===== config.mk =====
export PLATFORM = sky130hd
export DESIGN_NAME = f64_word_cvt
export DESIGN_NICKNAME = d
export VERILOG_FILES = /design/src/rtl/f64_word_cvt_pkg.sv /design/src/rtl/f64_word_cvt_class.sv /design/src/rtl/f64_word_cvt_lane.sv /design/src/rtl/f64_word_cvt_flags.sv /design/src/rtl/f64_word_cvt.sv
export SDC_FILE = /design/constraint.sdc
export NUM_CORES = 1
export LEC_CHECK = 0
export CAP_MARGIN = 20
export CORE_ASPECT_RATIO = 1.4
export CORE_MARGIN = 5
export CORE_UTILIZATION = 35
export CTS_BUF_LIST = sky130_fd_sc_hd__clkbuf_2
export DETAILED_ROUTE_END_ITERATION = 10
export GPL_TIMING_DRIVEN = 0
export PLACE_DENSITY = 0.66
export SETUP_SLACK_MARGIN = 0.15
export SKIP_LAST_GASP = 1
export SLEW_MARGIN = 20
export SYNTH_ARGS = -nofsm -noshare
export SYNTH_HDL_FRONTEND = slang
export SYNTH_HIERARCHICAL = 1
export SYNTH_SLANG_ARGS = --single-unit
export TNS_END_PERCENT = 100

===== constraint.sdc =====
create_clock -name clk_i -period 1.1 [get_ports clk_i]
set_clock_uncertainty 0.2 [all_clocks]
set_input_delay 0.11 -clock clk_i [delete_from_list [all_inputs] [get_ports clk_i]]
set_output_delay 0.11 -clock clk_i [all_outputs]
set_load 0.005 [all_outputs]

===== src/rtl/f64_word_cvt_pkg.sv =====
package f64_word_cvt_pkg;

  // operand class seen by a lane
  typedef enum logic [2:0] {
    CLS_ZERO,
    CLS_TINY,
    CLS_NORM,
    CLS_HUGE,
    CLS_INF,
    CLS_NAN
  } fp_cls_e;

endpackage


===== src/rtl/f64_word_cvt_class.sv =====
module f64_word_cvt_class
  import f64_word_cvt_pkg::*;
#(
  parameter int EXP_W  = 11,
  parameter int FRAC_W = 52,
  parameter int INT_W  = 32,
  localparam int DW    = 1 + EXP_W + FRAC_W,
  localparam int SH_W  = $clog2(INT_W)
) (
  input  logic [DW-1:0]   op_i,
  output fp_cls_e         cls_o,
  output logic [SH_W-1:0] sh_o,
  output logic            sign_o
);

  localparam int BIAS = (2 ** (EXP_W - 1)) - 1;
  localparam logic [EXP_W-1:0] EX_ONE = EXP_W'(BIAS);
  localparam logic [EXP_W-1:0] EX_TOP = EXP_W'(BIAS + INT_W);

  logic [EXP_W-1:0]  ex;
  logic [FRAC_W-1:0] fr;
  logic              ex_ones, ex_zero, fr_zero;

  assign sign_o  = op_i[DW-1];
  assign ex      = op_i[DW-2:FRAC_W];
  assign fr      = op_i[FRAC_W-1:0];
  assign ex_ones = &ex;
  assign ex_zero = ~|ex;
  assign fr_zero = ~|fr;
  // unbiased exponent, meaningful only for CLS_NORM
  assign sh_o    = SH_W'(ex - EX_ONE);

  always_comb begin
    if (ex_ones)           cls_o = fr_zero ? CLS_INF : CLS_NAN;
    else if (ex_zero)      cls_o = fr_zero ? CLS_ZERO : CLS_TINY;
    else if (ex < EX_ONE)  cls_o = CLS_TINY;
    else if (ex >= EX_TOP) cls_o = CLS_HUGE;
    else                   cls_o = CLS_NORM;
  end

endmodule


===== src/rtl/f64_word_cvt_lane.sv =====
module f64_word_cvt_lane
  import f64_word_cvt_pkg::*;
#(
  parameter int EXP_W  = 11,
  parameter int FRAC_W = 52,
  parameter int INT_W  = 32,
  localparam int DW    = 1 + EXP_W + FRAC_W
) (
  input  logic [DW-1:0]    op_i,
  input  logic             signed_i,
  output logic [INT_W-1:0] word_o,
  output logic             invalid_o,
  output logic             inexact_o
);

  localparam int SH_W  = $clog2(INT_W);
  localparam int EXT_W = INT_W + FRAC_W;
  localparam logic [INT_W-1:0] SMAX = {1'b0, {(INT_W-1){1'b1}}};
  localparam logic [INT_W-1:0] SMIN = {1'b1, {(INT_W-1){1'b0}}};
  localparam logic [INT_W-1:0] UMAX = {INT_W{1'b1}};

  fp_cls_e         cls;
  logic [SH_W-1:0] sh;
  logic            sgn;

  f64_word_cvt_class #(
    .EXP_W (EXP_W),
    .FRAC_W(FRAC_W),
    .INT_W (INT_W)
  ) u_class (
    .op_i  (op_i),
    .cls_o (cls),
    .sh_o  (sh),
    .sign_o(sgn)
  );

  // hidden one placed at bit FRAC_W, then scaled by the exponent
  logic [EXT_W-1:0] ext, shifted;
  logic [INT_W-1:0] mag, sat;
  logic             frac_nz, over;

  assign ext     = {{(INT_W-1){1'b0}}, 1'b1, op_i[FRAC_W-1:0]};
  assign shifted = ext << sh;
  assign mag     = shifted[EXT_W-1:FRAC_W];
  assign frac_nz = |shifted[FRAC_W-1:0];

  always_comb begin
    if (signed_i) sat = sgn ? SMIN : SMAX;
    else          sat = sgn ? '0 : UMAX;
  end

  always_comb begin
    if (signed_i) over = sgn ? (mag > SMIN) : mag[INT_W-1];
    else          over = sgn;  // any negative with magnitude >= 1
  end

  always_comb begin
    word_o    = '0;
    invalid_o = 1'b0;
    inexact_o = 1'b0;
    case (cls)
      CLS_NAN: begin
        word_o    = signed_i ? SMIN : '0;
        invalid_o = 1'b1;
      end
      CLS_INF, CLS_HUGE: begin
        word_o    = sat;
        invalid_o = 1'b1;
      end
      CLS_TINY: inexact_o = 1'b1;
      CLS_NORM: begin
        if (over) begin
          word_o    = sat;
          invalid_o = 1'b1;
        end else begin
          word_o    = sgn ? (~mag + 1'b1) : mag;
          inexact_o = frac_nz;
        end
      end
      default: ;
    endcase
  end

endmodule


===== src/rtl/f64_word_cvt_flags.sv =====
module f64_word_cvt_flags #(
  parameter int LANES = 2
) (
  input  logic             clk_i,
  input  logic             rst_ni,
  input  logic             valid_i,
  input  logic [LANES-1:0] inv_i,
  input  logic [LANES-1:0] inx_i,
  output logic             sticky_inv_o,
  output logic             sticky_inx_o
);

  always_ff @(posedge clk_i or negedge rst_ni) begin
    if (!rst_ni) begin
      sticky_inv_o <= 1'b0;
      sticky_inx_o <= 1'b0;
    end else if (valid_i) begin
      sticky_inv_o <= sticky_inv_o | (|inv_i);
      sticky_inx_o <= sticky_inx_o | (|inx_i);
    end
  end


  sticky_inv_hold_chk: assert property (@(posedge clk_i) disable iff (!rst_ni)
    sticky_inv_o |=> sticky_inv_o);

  sticky_inx_hold_chk: assert property (@(posedge clk_i) disable iff (!rst_ni)
    sticky_inx_o |=> sticky_inx_o);

  sticky_inv_set_chk: assert property (@(posedge clk_i) disable iff (!rst_ni)
    (valid_i && (|inv_i)) |=> sticky_inv_o);

  sticky_inx_set_chk: assert property (@(posedge clk_i) disable iff (!rst_ni)
    (valid_i && (|inx_i)) |=> sticky_inx_o);

  sticky_idle_chk: assert property (@(posedge clk_i) disable iff (!rst_ni)
    !valid_i |=> ($stable(sticky_inv_o) && $stable(sticky_inx_o)));

endmodule


===== src/rtl/f64_word_cvt.sv =====
module f64_word_cvt
  import f64_word_cvt_pkg::*;
#(
  parameter int EXP_W  = 11,
  parameter int FRAC_W = 52,
  parameter int INT_W  = 32,
  parameter int LANES  = 2,
  localparam int DW    = 1 + EXP_W + FRAC_W,
  localparam int OW    = 2 * INT_W
) (
  input  logic                clk_i,
  input  logic                rst_ni,
  input  logic                valid_i,
  input  logic [LANES*DW-1:0] src_i,
  input  logic                signed_i,
  input  logic                vector_i,
  output logic [LANES*OW-1:0] res_o,
  output logic                done_o,
  output logic [LANES-1:0]    lane_invalid_o,
  output logic [LANES-1:0]    lane_inexact_o,
  output logic                sticky_invalid_o,
  output logic                sticky_inexact_o
);

  logic [INT_W-1:0]    word_w [LANES];
  logic                inv_w  [LANES];
  logic                inx_w  [LANES];
  logic                act_w  [LANES];
  logic [LANES*OW-1:0] res_d;
  logic [LANES-1:0]    inv_d, inx_d;

  for (genvar g = 0; g < LANES; g++) begin : g_lane
    assign act_w[g] = (g == 0) ? 1'b1 : vector_i;

    f64_word_cvt_lane #(
      .EXP_W (EXP_W),
      .FRAC_W(FRAC_W),
      .INT_W (INT_W)
    ) u_lane (
      .op_i     (src_i[g*DW +: DW]),
      .signed_i (signed_i),
      .word_o   (word_w[g]),
      .invalid_o(inv_w[g]),
      .inexact_o(inx_w[g])
    );


    word_copy_chk: assert property (@(posedge clk_i) disable iff (!rst_ni)
      done_o |-> (res_o[g*OW +: INT_W] == res_o[g*OW+INT_W +: INT_W]));

    flag_excl_chk: assert property (@(posedge clk_i) disable iff (!rst_ni)
      !(lane_invalid_o[g] && lane_inexact_o[g]));

    if (g > 0) begin : g_upper

      scalar_zero_chk: assert property (@(posedge clk_i) disable iff (!rst_ni)
        (valid_i && !vector_i) |=>
          (res_o[g*OW +: OW] == '0 && !lane_invalid_o[g] && !lane_inexact_o[g]));
    end
  end

  // inactive lanes contribute zeros and no flags
  always_comb begin
    for (int l = 0; l < LANES; l++) begin
      res_d[l*OW +: OW] = act_w[l] ? {word_w[l], word_w[l]} : '0;
      inv_d[l]          = act_w[l] & inv_w[l];
      inx_d[l]          = act_w[l] & inx_w[l];
    end
  end

  always_ff @(posedge clk_i or negedge rst_ni) begin
    if (!rst_ni) begin
      res_o          <= '0;
      lane_invalid_o <= '0;
      lane_inexact_o <= '0;
      done_o         <= 1'b0;
    end else begin
      done_o <= valid_i;
      if (valid_i) begin
        res_o          <= res_d;
        lane_invalid_o <= inv_d;
        lane_inexact_o <= inx_d;
      end
    end
  end

  f64_word_cvt_flags #(
    .LANES(LANES)
  ) u_flags (
    .clk_i       (clk_i),
    .rst_ni      (rst_ni),
    .valid_i     (valid_i),
    .inv_i       (inv_d),
    .inx_i       (inx_d),
    .sticky_inv_o(sticky_invalid_o),
    .sticky_inx_o(sticky_inexact_o)
  );


  done_follows_chk: assert property (@(posedge clk_i) disable iff (!rst_ni)
    valid_i |=> done_o);

  done_only_chk: assert property (@(posedge clk_i) disable iff (!rst_ni)
    !valid_i |=> !done_o);

  idle_hold_chk: assert property (@(posedge clk_i) disable iff (!rst_ni)
    !valid_i |=> ($stable(res_o) && $stable(lane_invalid_o) && $stable(lane_inexact_o)));

endmodule


# Word level (Yosys, flattened, before mapping)
# Index checks and enable logic that the tools add are counted.
[totals]
reg_bits = 135
in_bits = 133
output_inout_bits = 135
wordCells = 86
[classes]
n_lt_le_gt_ge = 6
addsub = 4
bitwise_logic = 6
n_eq_ne = 10
n_mux = 38
reduce_logical = 14
n_shift = 2
[op_table]
columns = ["operator", "n"]
rows = [
  ["32-bit 2-to-1 mux", 11],
  ["52-bit OR reduction", 4],
  ["32-bit case mux with 3 select lines", 2],
  ["53-bit by 5-bit << shifter with 84-bit output", 2],
  ["32-bit by 1-bit adder with 32-bit output (second input constant)", 2],
  ["32-bit > comparator (second input constant)", 2],
  ["64-bit 2-to-1 mux", 1],
  ["32-bit inverter", 2],
  ["11-bit >= comparator (second input constant)", 2],
  ["11-bit by 10-bit < comparator with 1-bit output (second input constant)", 2],
  ["11-bit AND reduction", 2],
  ["11-bit OR reduction", 2],
  ["1-bit 2-to-1 mux", 14],
  ["3-bit by 2-bit equality test with 1-bit output (second input constant)", 4],
  ["3-bit equality test (second input constant)", 4],
  ["5-bit subtractor (second input constant)", 2],
  ["2-bit 2-to-1 mux", 4],
  ["1-bit case mux with 2 select lines", 4],
  ["2-bit OR reduction", 4],
  ["3-bit by 1-bit equality test with 1-bit output (second input constant)", 2],
  ["3-bit 2-to-1 mux", 2],
  ["3-bit OR reduction", 2],
  ["1-bit AND", 2],
  ["1-bit bitwise OR", 2],
]

# Depth between registers and ports, before layout
# Gate-level depths: netlist of the first run.
[depth]
depth_word = 11
depth_mapped = 23
ltp_nobuf = 17

# Hierarchy
# The synthesis of the first run kept the hierarchy.
[by_module_without_submodules]
columns = ["mod", "seq_area_each_um2", "area_each_um2", "n_inst", "cells_per_inst"]
rows = [
  ["f64_word_cvt_lane (g_lane[1].u_lane)", 0.0, 4107.7, 1, 564],
  ["f64_word_cvt_lane (g_lane[0].u_lane)", 0.0, 3893.7, 1, 507],
  ["f64_word_cvt", 1726.7, 3305.7, 1, 282],
  ["f64_word_cvt_class", 0.0, 304.0, 2, 46],
  ["f64_word_cvt_flags", 50.0, 72.6, 1, 6],
]

# Worst setup path before layout of the first run
# No wires, ideal clock.
[synth_timing]
path_type = "in2reg"
from = "input src_i[116]"
to = "register res_o[107]"
required_time_ns = 0.767
t_arrival_ns = 4.233
setup_time_ns = 0.133
path_slack_ns = -3.467
stages = 21
path_buffers = 7
cell_sequence = "ha_1 -> xor2_1 -> clkbuf_1 -> buf_2 -> buf_1 -> buf_2 -> clkbuf_1 -> o21ai_0 -> mux2i_1 -> ha_1 -> o31a_1 -> o21ai_0 -> or4_1 -> buf_2 -> o31ai_4 -> o22ai_1 -> o21ai_2 -> buf_2 -> o21ai_1 -> nand3_1 -> o21ai_0"
[synth_lines]
columns = ["element", "line", "text"]
rows = [
  ["start: declaration", "f64_word_cvt.sv:14", "input logic [LANES*DW-1:0] src_i,"],
  ["end signal: assignment", "f64_word_cvt.sv:80", "res_o <= res_d;"],
  ["end: declaration", "f64_word_cvt.sv:17", "output logic [LANES*OW-1:0] res_o,"],
]

==> impl_results.md, run 1 <==
* Netlist cell types at 96
* Status: complete, but fails checks
* Final Critical Period at about 3.7 ns
* Switching pwr at 7585 uW
* RSZ-0062 raised after global routing: yes
* Synth Net Count at 1,594
* MaxCap Viol Count at 0
* Synth cell count leaders: nand2_1, o21ai_0, mux2i_1, nor2_1, nand3_1
* Input/output buffers at 264
* Synth warnings at 6
* Total GRT Usage at between 20 and 30%
* VDD IR max at 0.4323 mV
* Skew-Pair Late Insertion Delay at 0.61 ns
* HPWL after DPL at between 40 and 50 mm
* Cts bufs inserted at 9
* Ys async rst share at 100.0%
* DRC Markers at 0
* Pin count of the biggest net entering global routing at 53
* Fin Hold WS at -0.7225 ns
* Final Cycle Share at 333.1%
* Wirelength per Cell at 24.17 um
* Min-Delay Path Class: in2async
* Sequential Power Share at roughly 18%
* Layout cells sized above 1 at a little under half
* Cell area after synthesis at 0.01199 sq mm
* Critical Path Fanout Max at 7
* Count of pins over their slew limit at 0
* Area Growth Syn to Fin at 67.02%
* Arrival @ worst endpoint at approximately 4 ns
* Post-synth EDFFs at 0
* FP Rows at 80
* Die Y at approximately 230 um
* Slew HR at 34.52%
* Ranking of synthesized cells by area: dfrtp_1, mux4_2, mux2i_1, mux2_4, buf_4
* LEAKAGE at 0.008478 uW
* Initial DRC Count at roughly 1,200
* Worst path required time at 1.46 ns
* Setup Crit Path Kind: in2reg
* Yosys top cell area share at between 10 and 15%
* Sw Ratio at between 40 and 50%
* Post-Syn Instances at 1,451
* Clock power share at roughly a tenth
* Cell Area, Placed at 0.01557 sq mm
* Pre-antenna DRT Iters at 5
* Remaining antenna violation count at 0
* Fmax at 272.9 MHz
* Die ar. at 0.03810 sq mm
* Final setup fails at 205
* Layout net count at ~2,200
* Root Buffer: clkbuf_2
* Sequential-to-total area share from yosys stat at 14.82%
* Initial antenna violation count at 1
* Vias in the first global route at 15,030
* Core ar. at between 0.03 and 0.04 sq mm
* Ys flop type: dfrtp_1
* Number of synthesized register bits at slightly above 70
* Final WS setup at -2.564 ns
* Worst Reg-to-Reg Cells at 5
* H-tree levels at 3
* Failing checks: hold timing, setup timing
* GP Congestion at between 1 and 1.5
* Vias post-DR at 14,880
* CP startpoint kind: primary input
* Slew @ Worst Pin at between 0.9 and 1 ns
* Clk sinks at 71
* Ports at 268
* First-pass GRT wire length at 87.46 mm
* P_int at 9113 uW
* Die width at 166.4 um
* Flop2flop setup slack at -0.36 ns
* Pre-CTS WS at -4.531 ns
* Cell with the most instances after synthesis: nand2_1
* Clk slew on worst S/H paths at about 0.29 ns
* Total wire length at 59.67 mm
* Grt ovf at 0
* Post-synth top area cell: dfrtp_1
* Syn Area/Cell at 8.262 sq um
* CTS tree: built
* Combinational Power Share at 72.6%
* PD cells at 834.0 mW/mm^2
* Clk buf depth at 2
* Final instance area at 0.02002 sq mm
* Setup crit end kind: flop
* Final hold violations at 71
* Vias per cell at 6.025
* Initial Util at 35.33%
==> metrics by stage <==
| step | utilization [%] | hold WS, ns | cells | TNS (ns) | total power [uW] |
|---|---|---|---|---|---|
| 4_1_cts | 54.33 | -0.3829 | 2389 | -249.03 | 15190 |
| 3_5_place_dp | 45.89 | -0.1844 | 2167 | -325.21 | 11790 |
| 2_1_floorplan | - | -0.3856 | 1451 | -181.46 | 8314 |
| 6_report | 59.00 | -0.7225 | 2469 | -245.47 | 16700 |
| 5_1_grt | 59.00 | -0.6940 | 2469 | -256.25 | 17390 |
| 3_3_place_gp | 45.82 | 0.2564 | 2166 | -519.07 | 11770 |
==> power groups by stage <==
stage	sequential [uW]	clock, uW	combinational (uW)
floorplan	3020	0	5290
global placement	3080	0	8700
detailed placement	3090	0	8710
CTS	2960	1570	10700
global route	3030	1690	12700
finish	3000	1570	12100
==> logic make-up (layout without fill, tap and decap cells) <==
| family | after synthesis | count (layout) | share of synthesized area [%] |
|---|---|---|---|
| muxes | 205 | 205 | 25.28 |
| DFF | 71 | 71 | 14.82 |
| AOI/OAI and AO/OA | 416 | 416 | 23.94 |
| and+or+nand+nor | 456 | 456 | 19.79 |
| buffers and inverters | 236 | 802 | 10.96 |
| xor gates and xnor gates | 57 | 57 | 4.165 |
| adders and majority gates | 10 | 10 | 1.044 |
| other | 0 | 1 | 0 |
==> worst paths after layout <==
kind                                       from                   end
max in group asynchronous                rst_ni             res_o[61]
max reg2reg                           res_o[46]             res_o[46]
max                                  src_i[116]            res_o[108]
min reg2reg                u_flags/sticky_inx_o  u_flags/sticky_inx_o
min                                      rst_ni             res_o[44]
min in group clk_i                   src_i[127]            res_o[104]
==> registers in the layout, summed over array words and instances (netlist names) <==
register and count:
lane_invalid_o 2, done_o 1, u_flags/sticky_inx_o 1, lane_inexact_o 2, res_o 64, u_flags/sticky_inv_o 1
==> critical path: stages <==
cell	delay [ns]
buf_12	0.12
inv_12	0.04
buf_8	0.09
buf_12	0.12
buf_12	0.12
buf_12	0.12
mux4_2	0.53
mux2i_4	0.22
mux2i_2	0.14
mux2i_4	0.18
ha_2	0.22
o31a_1	0.15
o21ai_2	0.08
or4_4	0.56
buf_6	0.15
o31ai_4	0.28
o22ai_2	0.14
o21ai_4	0.18
buf_6	0.18
o21ai_1	0.09
nand3_1	0.11
o21ai_1	0.08
==> area by class of cell <==
type,instances,area [sq um]
Fill cell,2849,13910
Clock inverter,7,62.56
Multi-Input combinational cell,1144,10070
Timing Repair Buffer,550,5455
Buffer,171,1769
Sequential cell,71,1778
Inverter,65,274.0
Tap cell,451,564.3
Clock buffer,9,45.04
Antenna cell,1,2.502
==> repair_timing <==
item	4_1_cts	5_1_grt
hold endpoints to repair	108	107
setup buffers	197	77
pin swaps	41	32
resized for setup	848	332
cloned	7	1
hold buffers	2	1
endpoints found under the setup margin	205	205
==> cells in the final DEF (no fill, tap or decap), drive strengths merged, types with 10 or more instances in the layout <==
| master | count |
|---|---|
| nand3 | 77 |
| clkbuf | 58 |
| nor2 | 79 |
| nor3 | 27 |
| mux2 | 65 |
| a31oi | 22 |
| nand2b | 25 |
| nand4 | 19 |
| a2111oi | 12 |
| nor4 | 43 |
| a21oi | 73 |
| a21o | 14 |
| and2 | 16 |
| a211oi | 17 |
| buf | 550 |
| mux2i | 82 |
| nand2 | 97 |
| o31ai | 19 |
| nor2b | 25 |
| xor2 | 20 |
| or4 | 10 |
| xnor2 | 37 |
| inv | 66 |
| clkdlybuf4s50 | 87 |
| ha | 10 |
| mux4 | 58 |
| dlygate4sd2 | 27 |
| o21ai | 140 |
| dfrtp | 71 |
| o211ai | 12 |
==> per-layer routing <==
layer  up-vias  GRT usage (%)  wire length, um
li1       6581              -                -
met1      7221          29.02            19430
met2       826          54.08            32180
met5         -              0                0
met4         0          20.11             4625
met3       247          3.036             3447
Power figures use the tool's default switching activity.
==> inputs of run 2 (changes only) <==
GPL_ROUTABILITY_DRIVEN = 0   (was not set)
PLACE_DENSITY = not set   (was 0.66)
PLACE_DENSITY_LB_ADDON = 0.25   (was not set)
==> run 2 against run 1 <==
  * The run still ends with hold timing, setup timing left
  * Via count grew 0.47%
  * First-iteration DRC count grew 20%
  * Worst hold slack gained 0.59 ns
  * Flip-flop and latch count is the same
  * Routed wire length shrank 5.4%
  * Cell area shrank 2.5%
  * Worst setup slack gained 0.021 ns
  * Maximum frequency grew 0.59%
  * Count of clock-buffer cells in the layout is the same
==> impl_results.md, run 2 (synthesis gave the netlist of run 1 again) <==
* FP Rows at 80
* CTS tree: built
* HPWL after DPL at roughly 40 mm
* Die width at roughly 170 um
* Critical path buffer and inverter count at 4
* Initial antenna violation count at 4
* Final WS setup at -2.543 ns
* Remaining antenna violation count at 0
* Final hold violations at 14
* Setup Crit Path Kind: in2reg
* Ports at approximately 270
* Setup TNS Final at -239.17 ns
* PD cells at around 820 mW/mm^2
* Failing checks: hold timing, setup timing
* Root Buffer: clkbuf_2
* Critical Path Fanout Max at 7
* Vias per cell at 6.117
* Layout cells sized above 1 at 43.94%
* Total GRT Usage at 27.11%
* Most frequent cells in the layout: buf_6, buf_4, clkdlybuf4s50_1
* Fin Hold WS at -0.1279 ns
* Count of pins over their slew limit at 0
* DRC Markers at 0
* Top delay family on crit path: compound AO/OA/AOI/OAI gates
* Most common cell after layout, fill and taps aside: buf_6
* Initial Util at 35.33%
* Min-Delay Path Class: in2async
* Fillers at approximately 2,900
* Clk buf depth at 2
* Die ar. at 0.03810 sq mm
* Regs by FF count: res_o: 64 flops, lane_inexact_o: 2 flops, lane_invalid_o: 2 flops
* Arrival @ worst endpoint at 3.98 ns
* Biggest register: res_o
* Slew HR at 39.27%
* VDD IR max at just over 0.5 mV
* Total wire length at 56.48 mm
* Clk sinks at between 70 and 80
* Pin count of the biggest net entering global routing at 59
* Grt ovf at 0
* First-pass GRT wire length at 83.18 mm
* Final Critical Period at 3.643 ns
* Vias post-DR at 14,950
* Pre-antenna DRT Iters at 6
* Status: complete, but fails checks
* MaxCap Viol Count at 0
* Fmax at ~270 MHz
* Worst-path cell chain: clkdlybuf4s50_1 -> mux2i_2 -> mux4_2 -> o21ai_1 -> o31a_1 -> a2111o_1 -> nand3b_1 -> a2bb2oi_4 -> nor2_4 -> buf_12 -> buf_12 -> buf_16 -> a21oi_2 -> mux2_4
* Worst path required time at approximately 1.4 ns
* Worst path slowest cell: clkdlybuf4s50_1
* Clk slew on worst S/H paths at 0.26 ns
* Initial DRC Count at 1,451
* Setup crit end kind: flop
* Core ar. at 0.03393 sq mm
* Met2 WL post-DR at 28.96 mm
* Met1 wire length at 18.67 mm
* Input/output buffers at 264
* Top routing layer in use: met4
* Slew @ Worst Pin at 0.9087 ns
* Final Cycle Share at 331.1%
* Largest stage delay on the critical path at 0.61 ns
* CP startpoint kind: primary input
* LEAKAGE at between 0.008 and 0.009 uW
* Most numerous cell on the critical path: buf_12
* Wirelength per Cell at 23.12 um
* Pre-CTS WS at -4.454 ns
* Final setup fails at 205
* Layout net count at 2,127
* Cts bufs inserted at 9
* Die Y at 229.0 um
* Max FFs per register at between 60 and 70
* Skew-Pair Late Insertion Delay at 0.57 ns
* H-tree levels at 3
* RSZ-0062 raised after global routing: yes
* Total length of routed met3 wires at 4.339 mm
* Vias in the first global route at 14,520
* Area Growth Syn to Fin at 62.78%
## run 2: cell count changes in the layout (fill, tap and decap cells not counted), sizes merged, moves of 2 or more
cell and change:
diode +2, dlygate4sd2 -9, dlymetal6s2s -4, clkdlybuf4s50 +13, clkinv +2, clkbuf -7, buf -23
## run 2: metal layers
layer | track usage [%] | vias up
met4 | 16.99 | 0
met2 | 49.69 | 993
met1 | 28.43 | 7108
met3 | 4.847 | 311
li1 | - | 6533
met5 | 0 | -
## run 2: metrics by stage
stage                     instance area, sq um  instances  util (%)  total power, uW
after CTS                                18160       2375     53.53            14700
after detailed placement                 15570       2167     45.89            11580
final                                    19510       2443     57.51            16030
after floorplan                          12340       1451         -             8314
after global placement                   15550       2166     45.82            11520
after global routing                     19510       2443     57.51            16700
## run 2: worst paths after layout
kind | cells after the start | from | slack, ns | to
setup / recovery | 14 | src_i[45] | -2.54 | res_o[55]
hold / removal | 2 | rst_ni | -0.13 | res_o[51]
setup reg to reg | 4 | res_o[57] | -0.28 | res_o[57]
hold reg to reg | 1 | u_flags/sticky_inx_o | 0.30 | u_flags/sticky_inx_o
max in group asynchronous | 3 | rst_ni | 0.01 | res_o[121]
min in group clk_i | 3 | valid_i | -0.01 | u_flags/sticky_inx_o
## run 2: power by group
part           leakage, uW  total [uW]  internal [uW]  switching (uW)
Clock            0.0000593        1440            320            1120
Sequential        0.000936        2990           2820             174
Combinational      0.00727       11600           5710            5890
Total              0.00826       16000           8850            7190
## run 2: area by class of cell
class / count / area, sq um / share of cell area [%]
diodes: 3 / 7.507 / 0.03847
plain buffers: 171 / 1749 / 8.964
clock buffers: 9 / 45.04 / 0.2308
clock inverters: 7 / 55.05 / 0.2821
inverters: 65 / 274.0 / 1.404
multi-input cells: 1144 / 9897 / 50.72
flip-flops and latches: 71 / 1778 / 9.111
well taps: 451 / 564.3 / 2.892
repair buffers: 522 / 5144 / 26.36
## run 2: timing repair
action / in CTS / in global routing
endpoints found under the hold margin: 108 / 107
gates resized for setup: 846 / 285
buffers inserted: 182 / 62
hold buffers: 2 / 2
cloned: 8 / 2
pin swaps: 46 / 33
setup endpoints to repair: 205 / 263
==> inputs of run 3 (changes only) <==
CORE_UTILIZATION = 54   (was 35)
==> run 3 against run 2 <==
  * The flow now stops in 5_1_grt
  * Area after synthesis unchanged
  * Synthesized cell count unchanged
==> impl_results.md, run 3 <==
* Syn Area/Cell at 8.262 sq um
* Clk sinks at 71
* Clk buf depth at 2
* Pre-CTS WS at -4.383 ns
* Cts bufs inserted at 9
* FP Rows at 64
* Yosys top cell area share at 14.82%
* Worst setup endpoint GRT: res_o[109]$_DFFE_PN0P_/D
* Error: [ERROR GRT-0232] Routing congestion too high. Check the congestion heatmap in the GUI.
* Root Buffer: clkbuf_2
* Total GRT Usage at 66.11%
* Synth cell count leaders: nand2_1, o21ai_0, mux2i_1, nor2_1, nand3_1
* Ports at 268
* Status: stopped before the end
* H-tree levels at 3
* Synth warnings at 6
* Cell area after synthesis at about 0.012 sq mm
* Number of synthesized register bits at 71
* Halt Stage: 5_1_grt
* Post-Syn Instances at 1,451
* Sequential-to-total area share from yosys stat at 14.82%
* Pin count of the biggest net entering global routing at 62
* Die Y at about 190 um
* Die width at 135.9 um
* Cell with the most instances after synthesis: nand2_1
* HPWL after DPL at 36.09 mm
* Netlist cell types at 96
* Worst endpoint type: register input
* Initial Util at 54.84%
* Post-synth top area cell: dfrtp_1
* Post-synth EDFFs at 0
* Synth Net Count at 1,594
* Grt ovf at 178
* Ys flop type: dfrtp_1
* Cell Area, Placed at 0.01538 sq mm
* Ranking of synthesized cells by area: dfrtp_1, mux4_2, mux2i_1, mux2_4, buf_4
* Ys async rst share at 100.0%
* Input/output buffers at 264
==> run 3: stage by stage <==
| stage | utilization [%] | cells |
|---|---|---|
| 4_1_cts | 80.99 | 2203 |
| 3_5_place_dp | 70.35 | 2013 |
| 3_3_place_gp | 70.24 | 2012 |
| 2_1_floorplan | - | 1451 |
==> run 3: cells by family after synthesis <==
group	synth area share, %
DFF	14.82
adders and majority gates	1.044
muxes	25.28
xor gates and xnor gates	4.165
buffers and inverters	10.96
and+or+nand+nor	19.79
AOI/OAI and AO/OA	23.94
==> run 3: metal layers <==
| metal | global-route usage [%] | overflow |
|---|---|---|
| met2 | 89.95 | 105 |
| met1 | 61.01 | 1 |
| met5 | 15.52 | 0 |
| met4 | 69.38 | 70 |
| met3 | 46.85 | 2 |
==> run 3: what timing repair did <==
item                                    4_1_cts
pin swaps                                    29
hold buffers                                  1
buffers inserted                            167
endpoints found under the setup margin      205
endpoints found under the hold margin       108
resized for setup                           864
gates cloned                                  6
==> inputs of run 4 (changes only) <==
CORE_ASPECT_RATIO = not set   (was 1.4)
CORE_UTILIZATION = 40   (was 54)
CTS_BUF_LIST = not set   (was sky130_fd_sc_hd__clkbuf_2)
PLACE_DENSITY_LB_ADDON = 0.15   (was 0.25)
SETUP_SLACK_MARGIN = not set   (was 0.15)
==> run 4 against run 3 <==
  * The flow now finishes, with violations (setup timing)
==> impl_results.md, run 4 (synthesis gave the netlist of run 1 again) <==
* Status: complete, but fails checks
* Failing checks: setup timing
* Total GRT Usage at between 20 and 30%
* Switching pwr at between 7000 and 8000 uW
* Sequential Power Share at 17.2%
* Critical Path Fanout Max at 6
* Input/output buffers at 264
* Vias post-DR at 14,580
* Setup TNS Final at -215.46 ns
* Initial Util at 40.45%
* Largest stage delay on the critical path at 0.56 ns
* Die ar. at 0.03353 sq mm
* Layout net count at 2,114
* Regs by FF count: res_o: 64 flops, lane_inexact_o: 2 flops, lane_invalid_o: 2 flops
* Total wire length at 52.13 mm
* Area Growth Syn to Fin at 62.20%
* Clk buf depth at 2
* Flop2flop setup slack at -0.27 ns
* Clk sinks at 71
* Pwr Total at 17,570 uW
* Slew @ Worst Pin at 0.9071 ns
* CP startpoint kind: primary input
* Pre-antenna DRT Iters at 6
* Worst path required time at 1.18 ns
* Wirelength per Cell at 22.03 um
* Ports at about 270
* Worst-path cell chain: clkdlybuf4s50_1 -> mux4_2 -> mux2i_4 -> a2bb2o_4 -> a31oi_4 -> ha_4 -> and4b_1 -> a31oi_2 -> a211oi_2 -> nand3_2 -> a2bb2oi_4 -> buf_6 -> a22o_4 -> buf_12 -> buf_16 -> a21oi_2 -> mux2_4
* Root Buffer: clkbuf_16
* Combinational Power Share at 64.4%
* Layout cells sized above 1 at 43.98%
* Max FFs per register at 64
* Inst Count DP at 2,106
* Fmax at roughly 250 MHz
* N_diodes at 0
* Biggest register: res_o
* Final Cycle Share at 359.3%
* Count of pins over their slew limit at 0
* H-tree levels at 3
* DRC Markers at 0
* PD cells at 903.5 mW/mm^2
* Setup crit end kind: flop
* First-pass GRT wire length at 78.12 mm
* Critical path buffer and inverter count at 4
* Pin count of the biggest net entering global routing at 50
* Top delay family on crit path: compound AO/OA/AOI/OAI gates
* Cts bufs inserted at 9
* VDD IR max at between 0.5 and 0.6 mV
* Final setup fails at just over 200
* RSZ-0062 raised after global routing: yes
* FP Rows at 63
* Core ar. at 0.02964 sq mm
* Clk slew on worst S/H paths at 0.07 ns
* Die width at 183.1 um
* Final hold violations at 0
* HPWL after DPL at 36.23 mm
* Skew-Pair Late Insertion Delay at 0.34 ns
* Arrival @ worst endpoint at about 4.0 ns
* Finished Layout Cells at 2,366
* Setup Crit Path Kind: in2reg
* Initial DRC Count at 1,492
* Min-Delay Path Class: in2async
* Final Critical Period at 3.952 ns
* Most frequent cells in the layout: buf_6, buf_4, nand2_1
* Clock power share at 18.4%
* Remaining antenna violation count at 0
* Grt ovf at 0
* Vias per cell at 6.162
* Initial antenna violation count at 0
* CTS tree: built
* Final WS setup at -2.852 ns
* LEAKAGE at 0.008308 uW
* Die Y at 183.1 um
* P_int at 10,490 uW
* Worst path slowest cell: mux4_2
* MaxCap Viol Count at 0
* Slew HR at 38.57%
* Sw Ratio at 40.27%
* Most common cell after layout, fill and taps aside: buf_6
* Vias in the first global route at 13,970
run 4: cell type report:
cell class	instances	area, sq um
Buffer	150	1549
Inverter	65	274.0
Clock buffer	11	242.7
Multi-Input combinational cell	1144	9896
Clock inverter	5	81.33
Fill cell	2352	10190
Timing Repair Buffer	530	5134
Tap cell	390	488.0
Sequential cell	71	1779
run 4: power groups by stage:
stage | logic (uW) | clock network (uW) | registers, uW
6_report | 11300 | 3230 | 3030
5_1_grt | 11900 | 3350 | 3050
4_1_cts | 10200 | 3190 | 2970
3_5_place_dp | 8380 | 0 | 3070
3_3_place_gp | 8310 | 0 | 3060
2_1_floorplan | 5290 | 0 | 3020
run 4: per-layer routing:
metal  wire length, um  GRT usage (%)  up-vias  share of wire, %
li1                  -              -     6491                 -
met1             21950          40.63     6991                42
met2             23760          44.54      969                46
met3              5048          4.879      128               9.7
met4              1375          7.688        0               2.6
met5                 0              0        -                 0
run 4: final timing paths:
| kind | startpoint | endpoint | depth (start not counted) |
|---|---|---|---|
| worst max-delay path | src_i[27] | res_o[58] | 17 |
| worst min-delay path | rst_ni | res_o[54] | 2 |
| worst max register to register | res_o[34] | res_o[34] | 4 |
| worst min register to register | u_flags/sticky_inv_o | u_flags/sticky_inv_o | 1 |
| max in group asynchronous | rst_ni | lane_inexact_o[1] | 3 |
| min in group clk_i | vector_i | u_flags/sticky_inx_o | 4 |
run 4: what timing repair did:
action | 4_1_cts | 5_1_grt
endpoints found under the hold margin | 73 | 0
setup endpoints to repair | 205 | 205
resized for setup | 875 | 236
setup buffers | 205 | 67
pin swaps | 42 | 25
cloned | 8 | 0
hold buffers | 2 | 0
run 4: per-stage QoR:
step	worst slack, ns	area, sq um	utilization (%)	hold WS, ns
6_report	-2.852	19440	65.60	0.01739
3_3_place_gp	-4.376	15470	52.20	0.2330
5_1_grt	-2.917	19440	65.60	0.04885
4_1_cts	-2.813	18410	62.13	0.007677
3_5_place_dp	-4.428	15500	52.28	-0.1696
2_1_floorplan	-2.679	12340	-	-0.3856
run 4: worst reg2reg max path: stages, from the launching register on:
cell and delay [ns]:
dfrtp_1 0.40, buf_6 0.13, buf_4 0.13, buf_4 0.13
mux2_4 0.27
